===== config.mk =====
export PLATFORM = sky130hd
export DESIGN_NAME = acc_engine
export DESIGN_NICKNAME = d
export VERILOG_FILES = /design/src/rtl/acc_pkg.sv /design/src/rtl/acc_decode.sv /design/src/rtl/acc_alu.sv /design/src/rtl/acc_engine.sv
export SDC_FILE = /design/constraint.sdc
export NUM_CORES = 1
export LEC_CHECK = 0
export BUFFER_PORTS_ARGS = -buffer_cell sky130_fd_sc_hd__buf_2
export CORE_UTILIZATION = 40
export DETAILED_ROUTE_END_ITERATION = 8
export PLACE_DENSITY = 0.72
export SETUP_SLACK_MARGIN = 0.15
export SYNTH_ARGS = -nofsm -noshare
export SYNTH_HDL_FRONTEND = slang
export SYNTH_SLANG_ARGS = --single-unit

===== constraint.sdc =====
create_clock -name clk -period 1.98 [get_ports clk]
set_input_delay 0.198 -clock clk [delete_from_list [all_inputs] [get_ports clk]]
set_output_delay 0.198 -clock clk [all_outputs]
set_load 0.01 [all_outputs]

===== src/rtl/acc_pkg.sv =====
package acc_pkg;

  localparam int OP_W = 4;

  typedef enum logic [OP_W-1:0] {
    OP_NOP   = 4'd0,
    OP_LDA   = 4'd1,
    OP_A2G   = 4'd2,
    OP_G2O   = 4'd3,
    OP_A2O   = 4'd4,
    OP_LDG   = 4'd5,
    OP_LDA2  = 4'd6,
    OP_ADD   = 4'd7,
    OP_OR    = 4'd8,
    OP_AND   = 4'd9,
    OP_CPL   = 4'd10
  } op_e;

  typedef enum logic [2:0] {
    ASEL_HOLD, ASEL_DIN, ASEL_ADD, ASEL_OR, ASEL_AND, ASEL_NOT
  } asel_e;

  typedef enum logic [1:0] {
    GSEL_HOLD, GSEL_ACC, GSEL_DIN
  } gsel_e;

  typedef enum logic [1:0] {
    OSEL_HOLD, OSEL_GPR, OSEL_ACC
  } osel_e;

  typedef struct packed {
    asel_e asel;
    gsel_e gsel;
    osel_e osel;
  } ctl_t;

endpackage


===== src/rtl/acc_decode.sv =====
module acc_decode
  import acc_pkg::*;
(
  input  logic [OP_W-1:0] op,
  output ctl_t            ctl
);

  always_comb begin
    ctl = '{asel: ASEL_HOLD, gsel: GSEL_HOLD, osel: OSEL_HOLD};
    case (op)
      OP_LDA, OP_LDA2: ctl.asel = ASEL_DIN;
      OP_A2G:          ctl.gsel = GSEL_ACC;
      OP_LDG:          ctl.gsel = GSEL_DIN;
      OP_G2O:          ctl.osel = OSEL_GPR;
      OP_A2O:          ctl.osel = OSEL_ACC;
      OP_ADD:          ctl.asel = ASEL_ADD;
      OP_OR:           ctl.asel = ASEL_OR;
      OP_AND:          ctl.asel = ASEL_AND;
      OP_CPL:          ctl.asel = ASEL_NOT;
      default:         ctl = '{asel: ASEL_HOLD, gsel: GSEL_HOLD, osel: OSEL_HOLD};
    endcase
  end

endmodule


===== src/rtl/acc_alu.sv =====
module acc_alu
  import acc_pkg::*;
#(
  parameter int W = 8
) (
  input  asel_e        asel,
  input  logic [W-1:0] acc,
  input  logic [W-1:0] gpr,
  input  logic [W-1:0] din,
  output logic [W-1:0] acc_nxt
);

  always_comb begin
    case (asel)
      ASEL_DIN: acc_nxt = din;
      ASEL_ADD: acc_nxt = acc + gpr;
      ASEL_OR:  acc_nxt = acc | gpr;
      ASEL_AND: acc_nxt = acc & gpr;
      ASEL_NOT: acc_nxt = ~acc;
      default:  acc_nxt = acc;
    endcase
  end

endmodule


===== src/rtl/acc_engine.sv =====
module acc_engine
  import acc_pkg::*;
#(
  parameter int W = 8
) (
  input  logic            clk,
  input  logic            rst,
  input  logic [OP_W-1:0] op,
  input  logic [W-1:0]    din,
  output logic [W-1:0]    acc_q,
  output logic [W-1:0]    gpr_q,
  output logic [W-1:0]    out_q
);

  ctl_t         ctl;
  logic [W-1:0] acc_nxt;
  logic [W-1:0] gpr_nxt;
  logic [W-1:0] out_nxt;

  acc_decode u_dec (
    .op  (op),
    .ctl (ctl)
  );

  acc_alu #(.W(W)) u_alu (
    .asel    (ctl.asel),
    .acc     (acc_q),
    .gpr     (gpr_q),
    .din     (din),
    .acc_nxt (acc_nxt)
  );

  always_comb begin
    case (ctl.gsel)
      GSEL_ACC: gpr_nxt = acc_q;
      GSEL_DIN: gpr_nxt = din;
      default:  gpr_nxt = gpr_q;
    endcase
  end

  always_comb begin
    case (ctl.osel)
      OSEL_GPR: out_nxt = gpr_q;
      OSEL_ACC: out_nxt = acc_q;
      default:  out_nxt = out_q;
    endcase
  end

  always_ff @(posedge clk) begin
    if (rst) begin
      acc_q <= '0;
      gpr_q <= '0;
      out_q <= '0;
    end else begin
      acc_q <= acc_nxt;
      gpr_q <= gpr_nxt;
      out_q <= out_nxt;
    end
  end

  // accumulator loads from din
  a_r1_load_acc: assert property (@(posedge clk) disable iff (rst)
    (op == 4'd1 || op == 4'd6) |=> acc_q == $past(din));

  // general register holds unless code 2 or 5
  a_r2_gpr_hold: assert property (@(posedge clk) disable iff (rst)
    (op != 4'd2 && op != 4'd5) |=> $stable(gpr_q));

  // output register holds unless code 3 or 4
  a_r3_out_hold: assert property (@(posedge clk) disable iff (rst)
    (op != 4'd3 && op != 4'd4) |=> $stable(out_q));

  // move codes leave the accumulator alone
  a_r4_acc_hold: assert property (@(posedge clk) disable iff (rst)
    (op >= 4'd2 && op <= 4'd5) |=> $stable(acc_q));

  // complement
  a_r6_cpl: assert property (@(posedge clk) disable iff (rst)
    (op == 4'd10) |=> acc_q == ~$past(acc_q));

  // idle codes hold every register
  a_r7_idle: assert property (@(posedge clk) disable iff (rst)
    (op == 4'd0 || op >= 4'd11) |=> ($stable(acc_q) && $stable(gpr_q) && $stable(out_q)));

  // reset clears all registers
  a_r8_reset: assert property (@(posedge clk)
    rst |=> (acc_q == '0 && gpr_q == '0 && out_q == '0));

endmodule


Word-level counts from Yosys, hierarchy flattened
Cells that the tools add are included.
{"block": "word_totals", "regBits": 24, "out_inout_bits": 24, "input_bits": 14, "word_cells": 36}
{"block": "classes", "n_reduce_logical": 4, "n_eq_ne": 19, "mux": 6, "bitwise": 3, "addsub": 1}
{"op": "$pmux W8 S5", "n": 1}
{"op": "$pmux W8 S2", "n": 2}
{"op": "$eq A4 B3 Y1 const B", "n": 4}
{"op": "$pmux W3 S5", "n": 1}
{"op": "$eq A4 B4 Y1 const B", "n": 3}
{"op": "$add A8 B8 Y8", "n": 1}
{"op": "$and A8 B8 Y8", "n": 1}
{"op": "$eq A4 B2 Y1 const B", "n": 2}
{"op": "$not A8 Y8", "n": 1}
{"op": "$or A8 B8 Y8", "n": 1}
{"op": "$pmux W2 S2", "n": 2}
{"op": "$eq A3 B2 Y1 const B", "n": 2}
{"op": "$eq A3 B3 Y1 const B", "n": 2}
{"op": "$reduce_bool A5 Y1", "n": 1}
{"op": "$eq A2 B1 Y1 const B", "n": 2}
{"op": "$eq A2 B2 Y1 const B", "n": 2}
{"op": "$eq A4 B1 Y1 const B", "n": 1}
{"op": "$reduce_bool A2 Y1", "n": 2}
{"op": "$eq A3 B1 Y1 const B", "n": 1}
{"op": "$reduce_or A2 Y1", "n": 1}

Logic depth before layout (Yosys ltp)
Gate-level depths: netlist (run 1).
{"block": "logic_depth", "ltp_word": 5, "ltp_mapped": 10, "mapped_depth_nobuf": 7}

Hierarchy
A second synthesis (run 1) with hierarchy kept.
{"block": "unflattened", "cells_unflattened": 249, "hier_area_um2": 2075.7}
{"mod": "acc_engine", "seq_area_each_um2": 480.5, "instances": 1, "area_each_um2": 992.2, "cells_each": 91}
{"mod": "acc_alu", "seq_area_each_um2": 0.0, "instances": 1, "area_each_um2": 987.2, "cells_each": 143}
{"mod": "acc_decode", "seq_area_each_um2": 0.0, "instances": 1, "area_each_um2": 96.3, "cells_each": 15}

Worst setup path after synthesis (run 1)
No wires, ideal clock.
{"block": "synth_timing", "kind": "register to register", "from": "register acc_q[1]", "to": "register acc_q[7]", "n_path_buf": 0, "slack_ns": 0.086, "t_required_ns": 1.896, "synth_period_minus_slack_ns": 1.894, "setup_ns": 0.084, "stages_incl_launch_ff": 8, "arrival_time_ns": 1.809, "path_cell_list": "dfxtp_1 inv_1 ha_1 a21o_1 nand4_1 a2111o_1 and3_1 o31ai_2"}
{"block": "synth_between", "elab_chain_cells": 2}
{"element": "from (decl)", "line": "acc_engine.sv:10", "source": "output logic [W-1:0] acc_q,"}
{"element": "from (signal assigned)", "line": "acc_engine.sv:55", "source": "acc_q <= acc_nxt;"}
{"element": "$add A8 B8 Y8", "line": "acc_alu.sv:16", "source": "ASEL_ADD: acc_nxt = acc + gpr;"}
{"element": "$pmux W8 S5", "line": "acc_alu.sv:14", "source": "case (asel)"}
No other way between the ends.
A chain may end at the register's enable or synchronous reset.

Final worst setup path (run 1)
{"block": "layout_timing", "from": "register acc_q[1]", "to": "register acc_q[6]"}
The elaborated chain is that of the path after synthesis.

==> results_dict.tcl, run 1 <==
set metrics [dict create \
    max-vdd-ir-drop_mv 0.347 \
    htreeDepth 1 \
    finalMaxSlewViolations 0 \
    worstHoldPathCells 3 \
    grt_usage_pct 22.8 \
    pre_cts_slack_ps 44.1 \
    r2r-end "acc_q[6]$_SDFFE_PP0P_" \
    cts_buffers 3 \
    netlist.top_cell.by_area "dfxtp_1" \
    synth_edf_count 0 \
    dr.pass1.iters 4 \
    core_area_um2 4750 \
    slew-limit-headroom_pct 61.0 \
    endpoint "acc_q[6]$_SDFFE_PP0P_" \
    dieHeight_um 72.5 \
    cts-root-buf "clkbuf_8" \
    rows 25 \
    gr-max-usage-layer "met2" \
    first_global_vias 1921 \
    clock_sinks 24 \
    finalNetCount 322 \
    critical_path.slowest_cell "fa_2" \
    synth_seq_cells 24 \
    crit_path_start_kind "flop" \
    drcViolationCount 0 \
    cp_common_cell "nand3_1" \
    drive_gt1_share_pct 35.4 \
    min_path_type "in2reg" \
    finalWirelength_mm 5.73 \
    grt_max_degree 27 \
    cp.required_ps 2170 \
    fin_crit_ps 1800 \
    fin_ws_ps 176 \
    crit_family "compound AO/OA/AOI/OAI gates" \
    synth.distinct_cells 51 \
    synthArstFlopShare_pct 0 \
    worst_pin_slew_ps 586 \
    p_leak_nw 1.04 \
    hold_viol 0 \
    chipWidth_um 72.5 \
    r2r_start "acc_q[1]$_SDFFE_PP0P_" \
    synth_common_cells "37 x nor2_1, 30 x a21oi_1, 24 x dfxtp_1" \
    cp_num_buf_inv 1 \
    first_iter_violations 197 \
    fin_worst_skew_ps 8.93 \
    insertion_delay_ps 290 \
    reg2regPathDepth 7 \
    crit_fanout 5 \
    multi_input_area_um2 1430 \
    ys.flop_type "dfxtp_1" \
    grt_use_met2_pct 37.9 \
    yosysSeqAreaShare_pct 24.2 \
    cellPowerDensity_nw_per_um2 567 \
    n_antenna_cell 0 \
    met3_usage_pct 2.92 \
    rsz0062_at_grt "true" \
    path_clk_slew_ps 100 \
    synth_area_um2 1990 \
    area_delta_synth_final_pct 26.5 \
    crit_chain "buf_6 > fa_2 > a211oi_2 > o21ai_1 > nand3_1 > nand3_1 > a311oi_2" \
    critical_path_class "reg2reg" \
    postRouteAntennaNets 0 \
    synth_nets 278 \
    grt_overflow 0 \
    arrival_ps 1990 \
    routabilityCongestion 0.900 \
    worstSetupStartpoint "acc_q[1]$_SDFFE_PP0P_" \
    wl_per_cell_um 16.1 \
    met1_usage_pct 27.7 \
    cts_max_path_buffers 2 \
    period_share_pct 91.1 \
    dieArea_um2 5250 \
    grt_pass1_wl_mm 9.11 \
    synthTopCellsByArea "dfxtp_1 24%, ha_1 11%, a21oi_1 7.6%" \
    netlist.area_leader.share_pct 24.2 \
    initial_core_util_pct 41.8 \
    r2r_setup_slack_ps 180 \
    syn_avg_cell_area_um2 8.11 \
    synthCells 245 \
    path_depth 7 \
    portBuffers 37 \
    critPathCaptureType "flop" \
    yosysMostFrequentCell "nor2_1" \
    regArea_um2 504 \
    finalSetupViolCount 0 \
    max_stage_delay_ps 410 \
    vias 1994 \
    dp_hpwl_mm 4.07 \
    num-fill-cells 456 \
    max_cap_violations 0 \
    outcome "complete, no violations" \
    antenna_found_initial 0 \
    yosys_warnings 0 \
    cts_tree "yes" \
    fin_tns_setup_ps 0 \
    vias_per_cell 5.62 \
    max_freq_ghz 0.554 \
    num_io_pins 38 \
]
metal layers:
layer | vias up | wire length [um] | part of all wire (%)
met4 | 0 | 118 | 2.1
met3 | 10 | 339 | 5.9
li1 | 967 | - | -
met5 | - | 0 | 0
met1 | 950 | 2460 | 43
met2 | 67 | 2810 | 49
flip-flops by register name, indices dropped and copies added (netlist names):
| register | count |
|---|---|
| out_q | 8 |
| acc_q | 8 |
| gpr_q | 8 |
stage by stage:
stage          power [mW]  hold WS [ps]  area (um2)  instances  util (%)
2_1_floorplan       0.806           429        1990        245         -
5_1_grt              1.49           272        2510        355      52.9
3_5_place_dp        0.930           471        2280        345      47.9
3_3_place_gp        0.921           465        2280        345      47.9
4_1_cts              1.40           253        2410        350      50.8
6_report             1.42           246        2510        355      52.9
worst reg2reg max path: stages (launching register included):
cell	delay, ps
dfxtp_4	370
buf_6	120
fa_2	410
a211oi_2	240
o21ai_1	130
nand3_1	100
nand3_1	90
a311oi_2	240
cell usage in the layout, fill, tap and decap left out, drive strengths merged, types with 6 or more instances in the layout:
cell	synthesis	final
mux2i	8	8
o21ai	6	6
nor2	37	37
a21oi	31	31
buf	8	57
nand2b	6	6
inv	19	19
dfxtp	24	24
a211oi	19	19
nand2	8	8
ha	18	18
cells by family after synthesis:
logic type	share of synthesized area [%]
buffers and inverters	8.37
AOI/OAI and AO/OA	30.6
DFF	24.2
xor gates and xnor gates	1.76
muxes	4.03
and+or+nand+nor	18.7
adders and majority gates	12.3
power by group:
part / internal, mW / switching (mW) / total (mW)
registers: 0.510 / 0.0294 / 0.540
logic: 0.183 / 0.242 / 0.425
clock network: 0.271 / 0.189 / 0.460
how the worst min path moves through the flow:
stage	from	to
global placement	out_q[6]$_SDFFE_PP0P_	out_q[6]$_SDFFE_PP0P_
global route	din[1]	acc_q[1]$_SDFFE_PP0P_
detailed placement	out_q[2]$_SDFFE_PP0P_	out_q[2]$_SDFFE_PP0P_
CTS	din[1]	acc_q[1]$_SDFFE_PP0P_
finish	din[1]	acc_q[1]$_SDFFE_PP0P_
floorplan	din[0]	gpr_q[0]$_SDFFE_PP0P_
what timing repair did:
action	4_1_cts	5_1_grt
hold buffers	0	0
pin swaps	4	7
setup buffers	1	5
endpoints found under the setup margin	5	6
resized for setup	11	19
layout make-up:
class | instances | area share (%)
clock buffer | 3 | 1.64
clock inverter | 1 | 1.19
inverter | 19 | 2.84
multi-input combinational | 184 | 56.9
sequential | 24 | 20.1
tap | 67 | 3.33
timing repair buffer | 57 | 14.0
Note: power is estimated with default switching activity, not from simulation.
==> inputs of run 2 (changes only) <==
Settings changed: PLACE_DENSITY 0.72 to 0.71, SLEW_MARGIN from default to 20.
Clock period 1.98 ns to 1.7 ns, I/O delays scaled along.
==> results_dict.tcl, run 2 (synthesis gave the netlist of run 1 again) <==
set metrics [dict create \
    outcome "complete, but fails checks" \
    failed_checks "setup timing" \
    insertion_delay_ps 270 \
    drcViolationCount 0 \
    max_stage_delay_ps 420 \
    switching_share_pct 34.4 \
    hold_viol 0 \
    grt_usage_pct 22.2 \
    wl_per_cell_um 15.6 \
    fin_crit_ps 1780 \
    vias_per_cell 5.57 \
    arrival_ps 1970 \
    worst_pin_slew_ps 567 \
    critical_path_class "reg2reg" \
    power_frac_comb_pct 35.1 \
    period_share_pct 104 \
    top_regs "acc_q x8, gpr_q x8, out_q x8" \
    pwr-share-clk_pct 23.9 \
    chipWidth_um 72.5 \
    finalNetCount 333 \
    crit_fanout 4 \
    vias 2039 \
    final_cell_mix "37 x nor2_1, 37 x buf_2, 27 x a21oi_1" \
    fin_worst_skew_ps 6.90 \
    grt_overflow 0 \
    cts_buffers 3 \
    pre_cts_slack_ps -78.8 \
    cp.required_ps 1890 \
    max_freq_ghz 0.563 \
    cts_tree "yes" \
    fin_tns_setup_ps -114 \
    max-vdd-ir-drop_mv 0.396 \
    finalSetupViolCount 3 \
    rsz0062_at_grt "true" \
    critPathCaptureType "flop" \
    crit_path_start_kind "flop" \
    path_clk_slew_ps 90 \
    power.switching_mw 0.526 \
    dieHeight_um 72.5 \
    grt_max_degree 27 \
    num_io_pins 38 \
    drive_gt1_share_pct 40.1 \
    seqPwrFrac_pct 40.9 \
    htreeDepth 1 \
    cellPowerDensity_nw_per_um2 582 \
    first_iter_violations 162 \
    dp_hpwl_mm 4.03 \
    first_global_vias 1981 \
    antenna_found_initial 0 \
    initial_core_util_pct 41.8 \
    final_cell_count_no_fill 366 \
    p_leak_nw 1.10 \
    fin_ws_ps -75.7 \
    finalMaxSlewViolations 0 \
    rows 25 \
    max_cap_violations 0 \
    cts-root-buf "clkbuf_8" \
    crit_chain "inv_4 > ha_4 > a21o_1 > a21oi_4 > a2111o_1 > and3_4 > o31ai_2" \
    clock_sinks 24 \
    min_path_type "in2reg" \
    core_area_um2 4750 \
    dpl.cell_count 357 \
    grt_pass1_wl_mm 9.11 \
    ctsHoldBuffers 0 \
    dr.pass1.iters 4 \
    routabilityCongestion 0.850 \
    portBuffers 37 \
    area_delta_synth_final_pct 32.2 \
    critical_path.slowest_cell "a2111o_1" \
    cts_max_path_buffers 2 \
    slew-limit-headroom_pct 62.2 \
    n_antenna_cell 0 \
    p_int_mw 1.00 \
    finalWirelength_mm 5.71 \
    dieArea_um2 5250 \
    postRouteAntennaNets 0 \
]
run 2: area by class of cell:
| class | instances | area (um2) |
|---|---|---|
| fill | 472 | 2130 |
| timing repair buffer | 68 | 454 |
| clock buffer | 4 | 45.0 |
| tap | 67 | 83.8 |
| multi-input combinational | 184 | 1460 |
| sequential | 24 | 504 |
| inverter | 19 | 78.8 |
run 2: worst max-delay path: cells and delay by family, from the launching register on:
kind	cells	cell delay (ps)
AOI/OAI and AO/OA	4	830
adders and majority gates	1	280
buffers and inverters	1	50
DFF	1	380
and+or+nand+nor	1	160
run 2: metal layers:
metal / GRT usage [%] / vias up / part of all wire (%)
met2: 41.1 / 82 / 49
met4: 5.45 / 0 / 1.6
met1: 26.6 / 954 / 43
li1: - / 991 / -
met5: 0 / - / 0
met3: 3.47 / 12 / 6.2
run 2: what timing repair did:
| item | CTS | global route |
|---|---|---|
| pin swaps | 9 | 8 |
| gates resized for setup | 8 | 8 |
| setup buffers | 4 | 1 |
| endpoints found under the setup margin | 7 | 7 |
run 2: power by group through the flow:
stage	sequential (mW)	clock [mW]	combinational, mW
2_1_floorplan	0.656	0	0.322
3_3_place_gp	0.638	0	0.490
3_5_place_dp	0.639	0	0.499
4_1_cts	0.623	0.378	0.525
5_1_grt	0.631	0.390	0.582
6_report	0.626	0.366	0.537
run 2: worst paths after layout:
path                                       startpoint                     to  slack [ps]  cells after the start
worst max-delay path            acc_q[3]$_SDFFE_PP0P_  acc_q[7]$_SDFFE_PP0P_         -80                      7
worst min-delay path                           din[1]  acc_q[1]$_SDFFE_PP0P_         250                      3
worst max register to register  acc_q[3]$_SDFFE_PP0P_  acc_q[7]$_SDFFE_PP0P_         -80                      7
worst min register to register  out_q[0]$_SDFFE_PP0P_  out_q[0]$_SDFFE_PP0P_         490                      2
run 2: through the flow:
step	instance area [um2]	util [%]	hold slack [ps]	total power, mW
6_report	2630	55.3	247	1.53
5_1_grt	2630	55.3	261	1.60
4_1_cts	2590	54.5	231	1.53
3_5_place_dp	2470	52.0	476	1.14
3_3_place_gp	2470	52.0	467	1.13
2_1_floorplan	2140	-	399	0.978
